<file path="config.mk">
export PLATFORM = sky130hd
export DESIGN_NAME = line_out_ctrl
export DESIGN_NICKNAME = d
export VERILOG_FILES = /design/src/rtl/lco_pkg.sv /design/src/rtl/lco_regs.sv /design/src/rtl/lco_evt_sel.sv /design/src/rtl/lco_line_store.sv /design/src/rtl/line_out_ctrl.sv
export SDC_FILE = /design/constraint.sdc
export NUM_CORES = 1
export LEC_CHECK = 0
export ABC_CLOCK_PERIOD_IN_PS = 4000
export CAP_MARGIN = 20
export CELL_PAD_IN_SITES_DETAIL_PLACEMENT = 1
export CELL_PAD_IN_SITES_GLOBAL_PLACEMENT = 1
export CORE_UTILIZATION = 56
export CTS_BUF_LIST = sky130_fd_sc_hd__clkbuf_16
export CTS_CLUSTER_SIZE = 30
export DETAILED_ROUTE_END_ITERATION = 12
export DONT_BUFFER_PORTS = 1
export HOLD_SLACK_MARGIN = 0.06
export PLACE_DENSITY = 0.87
export REMOVE_ABC_BUFFERS = 1
export SYNTH_ARGS = -nofsm -noshare
export SYNTH_HDL_FRONTEND = slang
export SYNTH_SLANG_ARGS = --single-unit
</file>
<file path="constraint.sdc">
create_clock -name clk_i -period 4 [get_ports clk_i]
set_clock_uncertainty 0.15 [all_clocks]
set_input_delay 0.8 -clock clk_i [delete_from_list [all_inputs] [get_ports clk_i]]
set_output_delay 0.8 -clock clk_i [all_outputs]
set_load 0.02 [all_outputs]
</file>
<file path="src/rtl/lco_pkg.sv">
`timescale 1ns/1ps
package lco_pkg;
  typedef enum logic [1:0] {ST_WAIT, ST_RUN, ST_REPLAY} lco_state_e;
  localparam int LMODE_LSB = 8;
  localparam int FSSEL_LSB = 10;
  localparam int IDLE_BIT  = 0;
  localparam logic [1:0] LMODE_REPEAT = 2'd1;
endpackage

</file>
<file path="src/rtl/lco_regs.sv">
`timescale 1ns/1ps
module lco_regs
  import lco_pkg::*;
(
  input  logic        clk_i,
  input  logic        rst_ni,
  input  logic        wr_i,
  input  logic [31:0] wdata_i,
  input  logic [31:0] wmask_i,
  output logic [1:0]  lmode_o,
  output logic [3:0]  fs_sel_o
);
  logic [1:0] lmode_q;
  logic [3:0] fs_q;
  logic [1:0] lm_m;
  logic [3:0] fs_m;

  assign lm_m = wmask_i[LMODE_LSB +: 2];
  assign fs_m = wmask_i[FSSEL_LSB +: 4];

  always_ff @(posedge clk_i or negedge rst_ni) begin
    if (!rst_ni) begin
      lmode_q <= '0;
      fs_q    <= '0;
    end else if (wr_i) begin
      lmode_q <= (lmode_q & ~lm_m) | (wdata_i[LMODE_LSB +: 2] & lm_m);
      fs_q    <= (fs_q & ~fs_m) | (wdata_i[FSSEL_LSB +: 4] & fs_m);
    end
  end

  assign lmode_o  = lmode_q;
  assign fs_sel_o = fs_q;

  logic unused_bits;
  assign unused_bits = ^{wdata_i[31:14], wdata_i[7:0], wmask_i[31:14], wmask_i[7:0]};
endmodule

</file>
<file path="src/rtl/lco_evt_sel.sv">
`timescale 1ns/1ps
module lco_evt_sel #(
  parameter int N_EVT = 8
) (
  input  logic [N_EVT-1:0] evt_i,
  input  logic [3:0]       sel_i,
  output logic             hit_o
);
  // codes without a matching input never hit
  always_comb begin
    hit_o = 1'b0;
    for (int i = 0; i < N_EVT; i++) begin
      if (32'(sel_i) == i) hit_o = evt_i[i];
    end
  end
endmodule

</file>
<file path="src/rtl/lco_line_store.sv">
`timescale 1ns/1ps
module lco_line_store #(
  parameter int PIX_W = 8,
  parameter int DEPTH = 16,
  localparam int AW = (DEPTH > 1) ? $clog2(DEPTH) : 1
) (
  input  logic             clk_i,
  input  logic             we_i,
  input  logic [AW-1:0]    waddr_i,
  input  logic [PIX_W-1:0] wdata_i,
  input  logic [AW-1:0]    raddr_i,
  output logic [PIX_W-1:0] rdata_o
);
  logic [PIX_W-1:0] mem [DEPTH];

  always_ff @(posedge clk_i) begin
    if (we_i) mem[waddr_i] <= wdata_i;
  end

  assign rdata_o = mem[raddr_i];
endmodule

</file>
<file path="src/rtl/line_out_ctrl.sv">
`timescale 1ns/1ps
module line_out_ctrl
  import lco_pkg::*;
#(
  parameter int PIX_W       = 8,
  parameter int MAX_W       = 16,
  parameter int FRAME_LINES = 4,
  parameter int N_EVT       = 8
) (
  input  logic             clk_i,
  input  logic             rst_ni,
  input  logic             enable_i,
  input  logic [N_EVT-1:0] fs_evt_i,
  input  logic             reg_wr_i,
  input  logic [31:0]      reg_wdata_i,
  input  logic [31:0]      reg_wmask_i,
  output logic [31:0]      reg_rdata_o,
  input  logic             lb_valid_i,
  input  logic [PIX_W-1:0] lb_data_i,
  input  logic             lb_eol_i,
  output logic             lb_ready_o,
  output logic             px_valid_o,
  output logic [PIX_W-1:0] px_data_o,
  output logic             px_eol_o
);
  localparam int AW = (MAX_W > 1) ? $clog2(MAX_W) : 1;
  localparam int CW = $clog2(FRAME_LINES + 1);
  localparam logic [AW-1:0] PTR_MAX  = AW'(MAX_W - 1);
  localparam logic [CW-1:0] LAST_LINE = CW'(FRAME_LINES - 1);

  lco_state_e       st_q;
  logic [1:0]       lmode;
  logic [3:0]       fs_sel;
  logic             start_hit;
  logic             rep_q;
  logic [AW-1:0]    wr_ptr_q, rd_ptr_q, last_q;
  logic [CW-1:0]    line_cnt_q;
  logic [PIX_W-1:0] st_rdata;
  logic             accept;

  lco_regs u_regs (
    .clk_i   (clk_i),
    .rst_ni  (rst_ni),
    .wr_i    (reg_wr_i),
    .wdata_i (reg_wdata_i),
    .wmask_i (reg_wmask_i),
    .lmode_o (lmode),
    .fs_sel_o(fs_sel)
  );

  lco_evt_sel #(.N_EVT(N_EVT)) u_evt (
    .evt_i(fs_evt_i),
    .sel_i(fs_sel),
    .hit_o(start_hit)
  );

  assign lb_ready_o = (st_q == ST_RUN);
  assign accept     = lb_ready_o && lb_valid_i;

  lco_line_store #(.PIX_W(PIX_W), .DEPTH(MAX_W)) u_store (
    .clk_i  (clk_i),
    .we_i   (accept && rep_q),
    .waddr_i(wr_ptr_q),
    .wdata_i(lb_data_i),
    .raddr_i(rd_ptr_q),
    .rdata_o(st_rdata)
  );

  always_comb begin
    reg_rdata_o = '0;
    reg_rdata_o[LMODE_LSB +: 2] = lmode;
    reg_rdata_o[FSSEL_LSB +: 4] = fs_sel;
    reg_rdata_o[IDLE_BIT]       = (st_q == ST_WAIT);
  end

  always_ff @(posedge clk_i or negedge rst_ni) begin
    if (!rst_ni) begin
      st_q       <= ST_WAIT;
      rep_q      <= 1'b0;
      wr_ptr_q   <= '0;
      rd_ptr_q   <= '0;
      last_q     <= '0;
      line_cnt_q <= '0;
      px_valid_o <= 1'b0;
      px_data_o  <= '0;
      px_eol_o   <= 1'b0;
    end else begin
      px_valid_o <= 1'b0;
      px_eol_o   <= 1'b0;
      unique case (st_q)
        ST_WAIT: begin
          if (enable_i && start_hit) begin
            st_q       <= ST_RUN;
            rep_q      <= (lmode == LMODE_REPEAT);
            line_cnt_q <= '0;
            wr_ptr_q   <= '0;
          end
        end
        ST_RUN: begin
          if (accept) begin
            px_valid_o <= 1'b1;
            px_data_o  <= lb_data_i;
            px_eol_o   <= lb_eol_i;
            if (!lb_eol_i) begin
              if (wr_ptr_q != PTR_MAX) wr_ptr_q <= wr_ptr_q + 1'b1;
            end else begin
              wr_ptr_q <= '0;
              if (rep_q) begin
                st_q     <= ST_REPLAY;
                rd_ptr_q <= '0;
                last_q   <= wr_ptr_q;
              end else if (line_cnt_q == LAST_LINE) begin
                st_q <= ST_WAIT;
              end else begin
                line_cnt_q <= line_cnt_q + 1'b1;
              end
            end
          end
        end
        ST_REPLAY: begin
          px_valid_o <= 1'b1;
          px_data_o  <= st_rdata;
          px_eol_o   <= (rd_ptr_q == last_q);
          if (rd_ptr_q == last_q) begin
            if (line_cnt_q == LAST_LINE) begin
              st_q <= ST_WAIT;
            end else begin
              st_q       <= ST_RUN;
              line_cnt_q <= line_cnt_q + 1'b1;
            end
          end else begin
            rd_ptr_q <= rd_ptr_q + 1'b1;
          end
        end
        default: st_q <= ST_WAIT;
      endcase
    end
  end
endmodule

</file>
# After elaboration in Yosys (flattened, before gate mapping)
# Memory sizes are Yosys's and may differ from the RTL's.
# Index checks and enable logic that the tools add are counted.
# classes
reduce_logical,15
n_eq_ne,22
addsub,3
mux,41
bitwise_logic,8
# op_table
cell,count
two-way mux 4 bit,8
two-way mux 3 bit,6
"== test 4 x 3 -> 1 bit, second input constant",4
case mux 4 bit (2 select lines),2
case mux 8 bit (2 select lines),1
two-way mux 1 bit,13
two-way mux 2 bit,6
AND reduction 5 bit,2
case mux 3 bit (3 select lines),1
"adder 4 x 1 -> 4 bit, second input constant",2
AND 4 bit,2
"== test 4 x 2 -> 1 bit, second input constant",2
two-way mux 8 bit,1
"inequality test 2 bit, second input constant",4
AND reduction 4 bit,2
"inequality test 2 x 1 -> 1 bit, second input constant",3
case mux 2 bit (3 select lines),1
AND reduction 6 bit,1
AND 2 bit,2
"== test 2 x 1 -> 1 bit, second input constant",2
"== test 4 x 1 -> 1 bit, second input constant",1
== test 4 bit,1
zero test 4 bit,1
"inequality test 4 bit, second input constant",1
other kinds (15),20
# word_totals
ff_bits,34
ramBits,128
input_bits,86
n_memories,1
# memory_table
name,words,width,read_ports,rd_clocked_by_memory_dff,wr,line,rtl
u_store.mem,16,8,1,0,1,lco_line_store.sv:14,logic [PIX_W-1:0] mem [DEPTH];

# Depth between registers and ports, before layout
# depth
word_depth,12
mapped_depth,8
depth_no_buf,6

# By module
# From an unflattened synthesis, not the netlist that was laid out.
# unflattened
cells_unflattened,426
hier_area_um2,7074.3
# modules_own_cells
mod,seq_area_each_um2,area_per_inst_um2,n_inst,cells_per_inst
lco_line_store,3843.7,4987.3,1,221
line_out_ctrl,700.7,1750.4,1,179
lco_regs,150.1,262.8,1,18
lco_evt_sel,0.0,73.8,1,8

# Worst setup path after synthesis
# Ideal clock, no wire load.
# synth_timing
kind,input to register
startpoint,input port fs_evt_i[0]
endpoint,register line_cnt_q[0]
arrival_time_ps,2289
cell_stages,5
path_buffers,0
slack_ps,1434
cell_sequence,nor2b_1 -> a2111oi_0 -> o31ai_4 -> nand3_2 -> mux2_1
# synth_between
elab_chain_cells,11
# synth_lines
item,line,rtl
start: declaration,line_out_ctrl.sv:13,"input logic [N_EVT-1:0] fs_evt_i,"
two-way mux 1 bit (8 in a row),lco_evt_sel.sv:13,if (32'(sel_i) == i) hit_o = evt_i[i];
logical AND 1 bit,line_out_ctrl.sv:92,if (enable_i && start_hit) begin
inequality test 2 x 1 -> 1 bit (no line),--,
AND reduction 6 bit (no line),--,
end signal: assignment,line_out_ctrl.sv:115,line_cnt_q <= line_cnt_q + 1'b1;
end signal: assignment,line_out_ctrl.sv:129,line_cnt_q <= line_cnt_q + 1'b1;
end: declaration,line_out_ctrl.sv:37,logic [CW-1:0] line_cnt_q;
# Every way passes these cells.
# A chain may end at the register's enable or synchronous reset.

# Final worst setup path
# layout_timing
startpoint,register st_q[1]
endpoint,"memory u_store.mem[12][7], enable pin"
# layout_between
elab_chain_cells,5
# layout_lines
item,line,rtl
start: declaration,line_out_ctrl.sv:31,lco_state_e st_q;
start signal: assignment,line_out_ctrl.sv:78,st_q <= ST_WAIT;
start signal: assignment,line_out_ctrl.sv:93,st_q <= ST_RUN;
start signal: assignment,line_out_ctrl.sv:109,st_q <= ST_REPLAY;
== test 2 x 1 -> 1 bit,line_out_ctrl.sv:57,assign lb_ready_o = (st_q == ST_RUN);
net lb_ready_o,line_out_ctrl.sv:21,"output logic lb_ready_o,"
logical AND 1 bit,line_out_ctrl.sv:58,assign accept = lb_ready_o && lb_valid_i;
logical AND 1 bit,line_out_ctrl.sv:62,".we_i (accept && rep_q),"
two-way mux 1 bit,lco_line_store.sv:17,if (we_i) mem[waddr_i] <= wdata_i;
two-way mux 1 bit (not written as such),lco_line_store.sv:17,
end: declaration,lco_line_store.sv:14,
# The timed path passes the listed nets, and every way through them passes these cells.

==> flow_summary.ini <==
[run_status]
status = finished clean

[critical_path]
worst_setup_path_end_kind = register
path_class = register to register
critPathRequiredTime_ns = 3.89
timing.rr.start = st_q[1]
cp.arrival_ns = 2.90
rr_worst_depth = 5
worstReg2RegEnd = u_store.mem[12][7]
crit_path_start_kind = register
r2r_setup_slack_ns = 0.99
crit_fanout = 13

[clock_tree]
post-cts-setup-buffers = 0
numClockSinks = 162
root_buffer = clkbuf_16
cts_max_level = 4
clk_latency_ns = 0.43
tritoncts = built
cts_resized = 0
ctsHoldBuffers = 2
numCtsBuffers = 17
path_clk_slew_ns = 0.06
clk_path_buf_depth = 2

[timing]
fmax_ghz = 0.332
worst_slack_ns = 0.988
drv_slew = 0
setup_viol = 0
fin_crit_sh = 0.753
holdWs_ns = 0.314
fin_setup_tns_ns = 0
worst_pin_slew_ns = 1.08
max_slew_margin = 0.278
rsz0062_at_grt = false
period_needed_ns = 3.01
hold_viol_final = 0

[power_and_ir_drop]
p_int_mw = 3.16
vdd_ir_drop_max_mv = 0.355
power_frac_clock = 0.377
power_frac_comb = 0.145
pwr-share-seq = 0.478
powerDensity_nw_per_um2 = 565
leakagePower_nw = 2.65
swShare = 0.279
p_switching_mw = 1.22

[cells_and_area]
syn_to_final_growth_pct = 10.9
stdcell_area_um2 = 7760
area.sequential_um2 = 4700
nNetsFinal = 550
drive_gt1_frac = 0.210
nFillCells = 1101
multi_input_area_um2 = 2090
n_antenna_cell = 0
final_util = 0.641

[detailed_routing]
dr.pass1.iters = 4
ant_nets = 0
num_vias = 3880
avgViaCountPerCell = 6.12
drc_errors = 0
postRouteWirelength_um = 16000
wire_per_inst_um = 25.2
drt_iter0_markers = 270

[synthesis]
synthTopCellsByCount = edfxtp_1 (128), nand2_1 (42), dfrtp_1 (34)
syn-cell-area_um2 = 7000
ys_seq_area_frac = 0.671
synthFlopType = edfxtp_1
yosysTopAreaCell = edfxtp_1
ys_warn_count = 0
synth_edf_count = 128
synth.avg_cell_area_um2 = 15.9
synth_area_leaders = edfxtp_1 (55%), dfrtp_1 (12%), mux4_2 (10%)
synth.most_common_cell = edfxtp_1
syn_inst = 439
ys_types = 47
yosys.area.top_type_share = 0.549
ys_async_sr_fraction = 0.210
ys_ff_latch = 162

[floorplanning]
core_area_um2 = 12100
rows = 40
initial_core_util = 0.578
die_w_um = 114
die_h_um = 114
pin_count = 129
die-area_um2 = 12900

[place]
pre_cts_ws_ns = 1.05
io_buffers = 0
gp_congestion = 0.828
placed_area_um2 = 7130
dpl.hpwl_um = 10100

[global_route]
grt_max_degree = 35
grt_usage = 0.270
antenna_found_initial = 0
grt_pass1_vias = 4060
grt_overflow = 0
grt_first_pass_wirelength_um = 24100

[worst_hold_path]
hold_path.class = input port to register
hold_end = u_store.mem[2][4]
whs_path_depth = 0
hp-start = lb_data_i[4]

[flow_run]
cap_violations = 0
per-layer routing:
layer	up-vias	routed length (um)	GRT usage
met2	149	8260	0.447
met5	-	0	0
met3	33	909	0.0648
met1	2041	6450	0.344
met4	0	380	0.116
li1	1657	-	-
power by group through the flow:
stage	Sequential (mW)	Clock, mW	Combinational (mW)
floorplan	2.10	0	0.460
global placement	2.11	0	0.571
finish	2.10	1.65	0.635
CTS	2.10	1.67	0.635
detailed placement	2.12	0	0.612
global route	2.11	1.73	0.695
through the flow:
step | std cells | total power [mW]
CTS | 634 | 4.40
global route | 634 | 4.53
floorplan | 420 | 2.56
finish | 634 | 4.38
global placement | 600 | 2.69
detailed placement | 600 | 2.74
how the worst max path moves through the flow:
stage,slack (ns),end,cells after the start,from
3_3_place_gp,1.24,u_store.mem[12][1],5,st_q[1]
5_1_grt,0.86,u_store.mem[13][7],5,st_q[1]
4_1_cts,1.03,u_store.mem[12][7],5,st_q[1]
6_report,0.99,u_store.mem[12][7],5,st_q[1]
2_1_floorplan,1.01,line_cnt_q[0],5,rd_ptr_q[0]
3_5_place_dp,1.05,u_store.mem[12][3],5,st_q[1]
worst max-delay path: stages, from the launching register on:
cell and delay (ns):
dfrtp_1 0.42, inv_1 0.10, ha_1 0.54, and3_1 0.40, nand2_1 0.15, nor2_1 0.85
final cells by class:
type,instances,share of cell area
Tap cell,168,0.0271
Sequential cell,162,0.605
Inverter,12,0.00580
Clock buffer,17,0.0548
Timing Repair Buffer,14,0.0155
Multi-Input combinational cell,246,0.269
Clock inverter,15,0.0232
cell usage in the layout (no fill, tap or decap), types with 2 or more instances in the layout:
| cell type | instances |
|---|---|
| nor3_1 | 5 |
| nor2b_1 | 4 |
| nor2_1 | 24 |
| inv_1 | 13 |
| o211ai_1 | 9 |
| nand2_1 | 42 |
| inv_6 | 2 |
| a31oi_1 | 9 |
| mux2i_1 | 10 |
| buf_4 | 12 |
| inv_8 | 2 |
| mux2_2 | 18 |
| o22ai_1 | 3 |
| o21ai_0 | 9 |
| and3_1 | 2 |
| mux4_2 | 32 |
| nand2b_1 | 2 |
| edfxtp_1 | 128 |
| dfrtp_1 | 33 |
| conb_1 | 25 |
| clkinv_4 | 3 |
| a21oi_1 | 2 |
| ha_1 | 11 |
| nand3_1 | 6 |
| a21boi_0 | 2 |
| nand4_1 | 4 |
| xnor2_1 | 4 |
| o2bb2ai_1 | 2 |
| a32o_1 | 2 |
| clkinv_1 | 2 |
| bufinv_16 | 3 |
| clkbuf_16 | 17 |
kinds of logic after synthesis:
family / Yosys count / synth area share
DFF: 162 / 0.671
and+or+nand+nor: 100 / 0.0661
muxes: 61 / 0.148
buffers and inverters: 55 / 0.0442
AOI/OAI and AO/OA: 45 / 0.0459
adders and majority gates: 11 / 0.0197
xor gates and xnor gates: 4 / 0.00500
other: 1 / 0.000536
flip-flops by register name (all words and copies together) (netlist names), named ones only:
| signal | flops |
|---|---|
| rd_ptr_q | 4 |
| u_store.mem | 128 |
| line_cnt_q | 3 |
| px_valid_o | 1 |
| wr_ptr_q | 4 |
| rep_q | 1 |
| last_q | 4 |
| px_eol_o | 1 |
| st_q | 2 |
| px_data_o | 8 |
(Power assumes the default switching activity.)
